**src/rtl/irq_pkg.sv**
```systemverilog
package irq_pkg;
  localparam int ADDR_STATUS = 0;
  localparam int ADDR_ENABLE = 1;
  localparam int ADDR_MODE   = 2;
  localparam int ADDR_ECOUNT = 3;

  localparam int MODE_EDGE_BIT = 0;
  localparam int MODE_POL_BIT  = 2;

  typedef enum logic [1:0] {
    TMR_IDLE  = 2'd0,
    TMR_PULSE = 2'd1,
    TMR_GAP   = 2'd2
  } tmr_state_e;
endpackage

```
**src/rtl/irq_status_reg.sv**
```systemverilog
module irq_status_reg #(
  parameter int N_EVT = 8
) (
  input  logic             clk,
  input  logic             rst_n,
  input  logic [N_EVT-1:0] evt,
  input  logic             clr_we,
  input  logic [N_EVT-1:0] clr_mask,
  input  logic             en_we,
  input  logic [N_EVT-1:0] en_wdata,
  output logic [N_EVT-1:0] status,
  output logic [N_EVT-1:0] enable,
  output logic             pending
);
  logic [N_EVT-1:0] st_q, en_q;

  for (genvar i = 0; i < N_EVT; i++) begin : g_bit
    always_ff @(posedge clk or negedge rst_n) begin
      if (!rst_n) begin
        st_q[i] <= 1'b0;
      end else if (evt[i]) begin
        st_q[i] <= 1'b1;
      end else if (clr_we && clr_mask[i]) begin
        st_q[i] <= 1'b0;
      end
    end
  end

  always_ff @(posedge clk or negedge rst_n) begin
    if (!rst_n) begin
      en_q <= '0;
    end else if (en_we) begin
      en_q <= en_wdata;
    end
  end

  assign status  = st_q;
  assign enable  = en_q;
  assign pending = |(st_q & en_q);
endmodule

```
**src/rtl/irq_edge_timer.sv**
```systemverilog
module irq_edge_timer import irq_pkg::*; #(
  parameter int PW_W      = 16,
  parameter int GAP_W     = 8,
  parameter int GAP_SHIFT = 8
) (
  input  logic             clk,
  input  logic             rst_n,
  input  logic             run,
  input  logic             cancel,
  input  logic             pending,
  input  logic [PW_W-1:0]  width,
  input  logic [GAP_W-1:0] gap,
  output logic             active
);
  localparam int GAP_CW = GAP_W + GAP_SHIFT;
  localparam int TMR_W  = (PW_W > GAP_CW) ? PW_W : GAP_CW;

  tmr_state_e       state_q;
  logic [TMR_W-1:0] cnt_q;
  logic [TMR_W-1:0] pw_load, gap_load;

  assign pw_load  = (width == '0) ? TMR_W'(1) : TMR_W'(width);
  assign gap_load = TMR_W'({gap, {GAP_SHIFT{1'b0}}});

  always_ff @(posedge clk or negedge rst_n) begin
    if (!rst_n) begin
      state_q <= TMR_IDLE;
      cnt_q   <= '0;
    end else if (cancel || !run) begin
      state_q <= TMR_IDLE;
      cnt_q   <= '0;
    end else begin
      case (state_q)
        TMR_IDLE: begin
          if (pending) begin
            state_q <= TMR_PULSE;
            cnt_q   <= pw_load;
          end
        end
        TMR_PULSE: begin
          if (cnt_q <= TMR_W'(1)) begin
            if (gap == '0) begin
              state_q <= TMR_IDLE;
              cnt_q   <= '0;
            end else begin
              state_q <= TMR_GAP;
              cnt_q   <= gap_load;
            end
          end else begin
            cnt_q <= cnt_q - TMR_W'(1);
          end
        end
        TMR_GAP: begin
          if (cnt_q <= TMR_W'(1)) begin
            state_q <= TMR_IDLE;
            cnt_q   <= '0;
          end else begin
            cnt_q <= cnt_q - TMR_W'(1);
          end
        end
        default: begin
          state_q <= TMR_IDLE;
          cnt_q   <= '0;
        end
      endcase
    end
  end

  assign active = (state_q == TMR_PULSE);
endmodule

```
**src/rtl/irq_gen.sv**
```systemverilog
module irq_gen import irq_pkg::*; #(
  parameter int          N_EVT     = 8,
  parameter int          DW        = 32,
  parameter int          AW        = 2,
  parameter int          PW_W      = 16,
  parameter int          GAP_W     = 8,
  parameter int          GAP_SHIFT = 8,
  parameter logic [15:0] PW_RST    = 16'h0021
) (
  input  logic             clk,
  input  logic             rst_n,
  input  logic [N_EVT-1:0] evt_in,
  input  logic             reg_wr,
  input  logic [AW-1:0]    reg_addr,
  input  logic [DW-1:0]    reg_wdata,
  output logic [DW-1:0]    reg_rdata,
  output logic             irq_o
);
  localparam int GAP_LSB = DW - GAP_W;

  logic             wr_st, wr_en, wr_mode, wr_cnt;
  logic [N_EVT-1:0] st_q, en_q;
  logic             pending;
  logic             edge_q, pol_q;
  logic [PW_W-1:0]  pw_q;
  logic [GAP_W-1:0] gap_q;
  logic             mode_flip;
  logic             t_act, act;

  assign wr_st   = reg_wr && (reg_addr == AW'(ADDR_STATUS));
  assign wr_en   = reg_wr && (reg_addr == AW'(ADDR_ENABLE));
  assign wr_mode = reg_wr && (reg_addr == AW'(ADDR_MODE));
  assign wr_cnt  = reg_wr && (reg_addr == AW'(ADDR_ECOUNT));

  irq_status_reg #(.N_EVT(N_EVT)) u_status (
    .clk      (clk),
    .rst_n    (rst_n),
    .evt      (evt_in),
    .clr_we   (wr_st),
    .clr_mask (reg_wdata[N_EVT-1:0]),
    .en_we    (wr_en),
    .en_wdata (reg_wdata[N_EVT-1:0]),
    .status   (st_q),
    .enable   (en_q),
    .pending  (pending)
  );

  always_ff @(posedge clk or negedge rst_n) begin
    if (!rst_n) begin
      edge_q <= 1'b0;
      pol_q  <= 1'b0;
      pw_q   <= PW_W'(PW_RST);
      gap_q  <= '0;
    end else begin
      if (wr_mode) begin
        edge_q <= reg_wdata[MODE_EDGE_BIT];
        pol_q  <= reg_wdata[MODE_POL_BIT];
      end
      if (wr_cnt) begin
        pw_q  <= reg_wdata[PW_W-1:0];
        gap_q <= reg_wdata[DW-1:GAP_LSB];
      end
    end
  end

  assign mode_flip = wr_mode && (reg_wdata[MODE_EDGE_BIT] != edge_q);

  irq_edge_timer #(.PW_W(PW_W), .GAP_W(GAP_W), .GAP_SHIFT(GAP_SHIFT)) u_timer (
    .clk     (clk),
    .rst_n   (rst_n),
    .run     (edge_q),
    .cancel  (mode_flip),
    .pending (pending),
    .width   (pw_q),
    .gap     (gap_q),
    .active  (t_act)
  );

  assign act   = edge_q ? t_act : pending;
  assign irq_o = pol_q ? act : ~act;

  always_comb begin
    reg_rdata = '0;
    case (reg_addr)
      AW'(ADDR_STATUS): reg_rdata[N_EVT-1:0] = st_q;
      AW'(ADDR_ENABLE): reg_rdata[N_EVT-1:0] = en_q;
      AW'(ADDR_MODE): begin
        reg_rdata[MODE_EDGE_BIT] = edge_q;
        reg_rdata[MODE_POL_BIT]  = pol_q;
      end
      default: begin
        reg_rdata[PW_W-1:0]      = pw_q;
        reg_rdata[DW-1:GAP_LSB]  = gap_q;
      end
    endcase
  end
endmodule

```
**config.mk**
```make
export PLATFORM = sky130hd
export DESIGN_NAME = irq_gen
export DESIGN_NICKNAME = d
export VERILOG_FILES = /design/src/rtl/irq_pkg.sv /design/src/rtl/irq_status_reg.sv /design/src/rtl/irq_edge_timer.sv /design/src/rtl/irq_gen.sv
export SDC_FILE = /design/constraint.sdc
export NUM_CORES = 1
export LEC_CHECK = 0
export ABC_CLOCK_PERIOD_IN_PS = 2800
export BUFFER_PORTS_ARGS = -buffer_cell sky130_fd_sc_hd__buf_2
export CORE_MARGIN = 2
export CORE_UTILIZATION = 40
export CTS_CLUSTER_SIZE = 24
export DETAILED_ROUTE_END_ITERATION = 12
export GPL_TIMING_DRIVEN = 0
export MAX_ROUTING_LAYER = met4
export SLEW_MARGIN = 20
export SYNTH_ARGS = -nofsm -noshare
export SYNTH_HDL_FRONTEND = slang
export SYNTH_HIERARCHICAL = 1
export SYNTH_SLANG_ARGS = --single-unit
```
**constraint.sdc**
```tcl
create_clock -name clk -period 2.8 [get_ports clk]
set_clock_uncertainty 0.05 [all_clocks]
set_input_delay 0.56 -clock clk [delete_from_list [all_inputs] [get_ports clk]]
set_output_delay 0.56 -clock clk [all_outputs]
set_load 0.01 [all_outputs]
```
# Word level (Yosys, flattened, before mapping)
# Cells that the tools add are included.
[classes]
n_addsub = 1
magnitude_cmp = 1
n_eq_ne = 9
n_mux = 37
bitwise = 2
n_reduce_logical = 30
[ops]
columns = ["op", "count"]
rows = [
  ["two-way mux 16 bit", 6],
  ["case mux 16 bit (3 select lines)", 1],
  ["two-way mux 1 bit", 18],
  ["less-or-equal comparator 16 x 1 -> 1 bit (second input constant)", 1],
  ["zero test 16 bit", 1],
  ["two-way mux 8 bit", 2],
  ["nonzero test 2 bit", 8],
  ["subtractor 16 x 1 -> 16 bit (second input constant)", 1],
  ["case mux 5 bit (3 select lines)", 1],
  ["logical AND 1 bit", 13],
  ["two-way mux 2 bit", 5],
  ["case mux 1 bit (3 select lines)", 3],
  ["AND 8 bit", 1],
  ["zero test 8 bit", 1],
  ["OR reduction 8 bit", 1],
  ["== test 2 bit (second input constant)", 3],
  ["!= test 3 x 1 -> 1 bit (second input constant)", 2],
  ["case mux 2 bit (3 select lines)", 1],
  ["== test 2 x 1 -> 1 bit (second input constant)", 2],
  ["zero test 2 bit", 2],
  ["!= test 3 x 2 -> 1 bit (second input constant)", 1],
  ["AND reduction 3 bit", 1],
  ["OR reduction 3 bit", 1],
  ["zero test 1 bit", 1],
  ["other kinds (3)", 3],
]
[totals]
ff_bits = 60
out_inout_bits = 33
word_cells = 95

# Logic depth before layout (Yosys ltp)
[depth]
word_depth = 6
depth_mapped = 10

# Modules after synthesis
# The synthesis kept the hierarchy.
[by_module_without_submodules]
columns = ["module", "instances", "cells_per_inst", "area_per_inst_um2", "seq_area_each_um2"]
rows = [
  ["irq_gen", 1, 109, 1477.7, 653.1],
  ["irq_edge_timer", 1, 179, 1457.6, 450.4],
  ["irq_status_reg", 1, 47, 663.1, 400.4],
]

# Worst setup path before layout
# Ideal clock, no wire load.
[synth_path]
kind = "input -> register"
from = "input port reg_addr[0]"
to = "register u_timer.cnt_q[12]"
setup_time_ns = 0.132
t_arrival_ns = 2.172
required_ns = 2.618
slack_ns = 0.447
path_stages = 9
path_buffers = 2
cell_sequence = "buf_6 nand3b_1 nor2_1 nor2b_1 and2_1 clkbuf_1 o41ai_1 a21oi_2 or3b_1"
[synth_via]
elab_chain_len = 5
word_cells_on_any_way = 6
cone_classes = "2 x eq/ne; 1 x mux; 3 x reduce/logical"
[synth_lines]
columns = ["element", "line_no", "text"]
rows = [
  ["start: declaration", "irq_gen.sv:14", "input logic [AW-1:0] reg_addr,"],
  ["== test 2 bit (*)", "irq_gen.sv:32", "assign wr_mode = reg_wr && (reg_addr == AW'(ADDR_MODE));"],
  ["logical AND 1 bit (*)", "irq_gen.sv:32", ""],
  ["logical AND 1 bit (*)", "irq_gen.sv:66", "assign mode_flip = wr_mode && (reg_wdata[MODE_EDGE_BIT] != edge_q);"],
  ["net mode_flip", "irq_gen.sv:27", "logic mode_flip;"],
  ["logical OR 1 bit (*)", "irq_edge_timer.sv:29", "end else if (cancel || !run) begin"],
  ["!= test 3 x 2 -> 1 bit (no source line) or two-way mux 16 bit (tied branches)", "-", ""],
  ["end signal: assignment", "irq_edge_timer.sv:37", "cnt_q <= pw_load;"],
  ["end signal: assignment", "irq_edge_timer.sv:47", "cnt_q <= gap_load;"],
  ["end signal: assignment", "irq_edge_timer.sv:50", "cnt_q <= cnt_q - TMR_W'(1);"],
  ["end: declaration", "irq_edge_timer.sv:19", "logic [TMR_W-1:0] cnt_q;"],
]
# Mark *: on every way through the listed nets, which the timed path passes. The rest lies on a longest branch.
# A chain may end at the register's enable or synchronous reset.

# Final worst setup path
[layout_path]
from = "register u_status.st_q[6], in the netlist u_status/status[6]"
to = "register u_timer.cnt_q[12]"
[layout_via]
elab_chain_len = 3
[layout_lines]
columns = ["element", "line_no", "text"]
rows = [
  ["start: declaration", "irq_status_reg.sv:15", "logic [N_EVT-1:0] st_q, en_q;"],
  ["start signal: indexed assignment", "irq_status_reg.sv:20", "st_q[i] <= 1'b0;"],
  ["start signal: indexed assignment", "irq_status_reg.sv:22", "st_q[i] <= 1'b1;"],
  ["start signal: indexed assignment", "irq_status_reg.sv:24", "st_q[i] <= 1'b0;"],
  ["AND 8 bit", "irq_status_reg.sv:39", "assign pending = |(st_q & en_q);"],
  ["OR reduction 8 bit", "irq_status_reg.sv:39", ""],
  ["net pending", "irq_gen.sv:23", "logic pending;"],
  ["!= test 3 x 2 -> 1 bit (no source line)", "-", ""],
]
# The timed path passes the listed nets, and every way through them passes these cells.

==> impl_results.md <==
- Outcome: complete, no violations
- Post-Syn Area: around 0.0036 mm²
- Placed insts: between 500 and 600
- EDFF count, synth: 0
- GRT Total Usage: 19.8%
- Vias in the first global route: around 2,800
- CTS resizes: 0
- DR WL/cell: around 17 µm
- Worst Max-Slew Pin Slew: 0.813 ns
- Commonest non-fill, non-tap cell in the layout: buf_2
- Commonest cells after routing, fill and taps aside: buf_2 (66), dfrtp_1 (58), mux2_4 (28)
- First-pass GRT wire length: ~15 mm
- Antenna violations before repair: 0
- Via count: slightly below 3,000
- HPWL Detailed: between 6 and 7 mm
- Die height: 98.8 µm
- Final setup vio count: 0
- Largest net degree at the start of global routing: 61
- Worst slew margin: a little under half
- Area grow syn2layout: 18.9%
- Sequential Power Share: between 30% and 40%
- Period utilization: around 93%
- Yosys reg bits: 60
- CP top delay family: simple AND/OR/NAND/NOR gates
- Grt ovf: 0
- WP data required: between 3 and 4 ns
- Final Instance Count excl. Fillers: around 530
- P_sw: roughly 1.4 mW
- CP max stage cell: nor3_1
- Flip-flop and latch area: about 0.0015 mm²
- GR Util met2: just under 30%
- Detail Route Antenna Nets: 0
- Placed cell area: roughly 0.004 mm²
- CTS clk-pin slew, worst paths: approximately 0.070 ns
- # fillers: 799
- GPL Wtd Cong: between 0.8 and 0.9
- P_int: ~2.2 mW
- GR peak layer: met2
- Layout cells sized above 1: a little over a third
- RSZ-0062 raised after global routing: no
- Worst endpoint data arrival time: approximately 2.8 ns
- Slew Viols, Final: 0
- Clock power share: a little under a quarter
- DRC viols: 0
- Multi-input gate area: around 0.0019 mm²
- Avg Inst Size Synth: approximately 11 µm²
- Vias per cell: 5.49
- Diode count: 0
- Layout Nets: ~460
- Setup crit start kind: register
- IO buf count: 61
- Peak supply drop: 0.000281 V
- Max Fanout on Critical Path: 10
- Switching Fraction: around 39%
- Total CTS buffers: 9
- H-Tree Depth: 3
- Ys async rst share: 100%
- Critical path buffers and inverters: 1
- Max clock buf depth: 2
- CP max stage delay: around 0.66 ns
- Total Wirelength: between 9 and 10 mm
- DRT iter0 DRCs: 194
- Post-CTS setup buffers: 0
- Total core area: slightly below 0.009 mm²
- CP Cell Sequence: a22oi_1, nand4_1, nor3_1, and2_1, clkbuf_1, o41ai_1, a21oi_2, or3b_1
- I/O pin cnt: just under 80
- Logic pwr share: 39.2%
- Yosys cell types: 63
- Worst skew pair latency: about 0.34 ns
- Fmax: a little under 0.4 GHz
- Initial Utilization: roughly two fifths
- CTS sink cnt: 60
- Leak Pwr: just over 2 nW
- Fin. Hold Viols: 0
- Met3 Resource Use GR: 2.55%
- Synth Instances: about 340
- Hold Buf Count CTS: 0
- Final instance area: between 0.004 and 0.005 mm²
- Critical path type: reg -> reg
- Yosys warns: 6
- PD cells: between 800 and 900 mW/mm²
- Min Clock Period, post-route: about 2.6 ns
- Die X: ~99 µm
- Seq/Total Area, Yosys: around two fifths
- Element type at the critical path end: register
- CTS root buf: clkbuf_8
- Drt first pass iters: 4
- Ys flop type: dfrtp_1
- MaxCap Viol Count: 0
- Met1 Use GR: 28.2%
- Hold crit path type: in -> async
- CTS tree: built
- Num rows: 34
- Die footprint: 0.00977 mm²
==> power by group through the flow <==
| stage | Sequential, mW | Clock (mW) | Combinational [mW] |
|---|---|---|---|
| 4_1_cts | 1.32 | 0.825 | 1.37 |
| 6_report | 1.33 | 0.802 | 1.38 |
| 2_1_floorplan | 1.25 | 0 | 1.05 |
| 5_1_grt | 1.36 | 0.867 | 1.51 |
| 3_5_place_dp | 1.34 | 0 | 1.36 |
| 3_3_place_gp | 1.33 | 0 | 1.35 |
==> state kept, by name, summed over array words and instances, names as in the netlist <==
name and count:
pw_q 16, u_status/status 8, edge_q 1, pol_q 1, gap_q 8, u_timer/state_q 2
u_timer/cnt_q 16, u_status/enable 8
==> routing by layer <==
layer	vias up	wire (µm)
met5	-	0
met4	0	138
met3	11	362
met2	82	4210
met1	1412	4360
li1	1387	-
==> path summary, 6_finish.rpt <==
kind / startpoint / endpoint / slack (ns) / depth (start not counted)
worst min register to register: u_status/status[6] / u_status/status[6] / 0.45 / 1
min in group clk: evt_in[3] / u_status/status[3] / 0.35 / 2
worst max register to register: u_status/status[6] / u_timer/cnt_q[12] / 0.21 / 8
worst min-delay path: rst_n / gap_q[3] / 0.23 / 1
worst max-delay path: u_status/status[6] / u_timer/cnt_q[12] / 0.21 / 8
max in group asynchronous: rst_n / gap_q[7] / 1.94 / 1
==> metrics by stage <==
step	setup slack (ns)	TNS [ns]	hold WS (ns)	utilization (%)	power [mW]
after floorplan	0.447	0	0.214	-	2.31
after global placement	-0.212	-0.826	0.440	46.6	2.68
after detailed placement	-0.217	-0.838	0.443	46.6	2.70
after CTS	0.123	0	0.272	49.0	3.51
after global routing	0.0157	0	0.295	49.1	3.74
final	0.209	0	0.235	49.1	3.51
==> final cells by class <==
class | instances | area share [%]
Clock inverter | 4 | 1.14
Tap cell | 108 | 3.16
Sequential cell | 60 | 35.2
Timing Repair Buffer | 61 | 7.20
Inverter | 3 | 0.263
Clock buffer | 12 | 3.63
Buffer | 29 | 4.74
Multi-Input combinational cell | 250 | 44.7
==> synth_stat cells, drive strengths merged, types with 7 or more instances <==
library cell	instances	area share, %
dfrtp	58	40
mux2	34	14
nand2	27	2.8
buf	23	5.0
and3	18	3.1
nor2	14	1.5
nor4	12	2.5
o21ai	11	1.5
a21o	10	2.3
nand3	10	1.7
a21oi	9	1.4
nor3	9	1.5
a22oi	8	1.7
mux2i	7	1.9
==> cells by family (layout without fill, tap and decap cells) <==
| family | after synthesis | in the layout | synth area share (%) |
|---|---|---|---|
| AND/OR/NAND/NOR | 124 | 124 | 19.5 |
| AO/OA/AOI/OAI | 67 | 67 | 13.7 |
| flip-flops | 60 | 60 | 41.8 |
| multiplexers | 43 | 43 | 16.8 |
| buffers and inverters | 32 | 109 | 5.95 |
| XOR/XNOR | 6 | 6 | 1.46 |
| adder cells (fa/ha/maj) | 2 | 2 | 0.695 |
| other | 1 | 8 | 0.104 |
No activity file was read; power rests on OpenSTA's default activity.
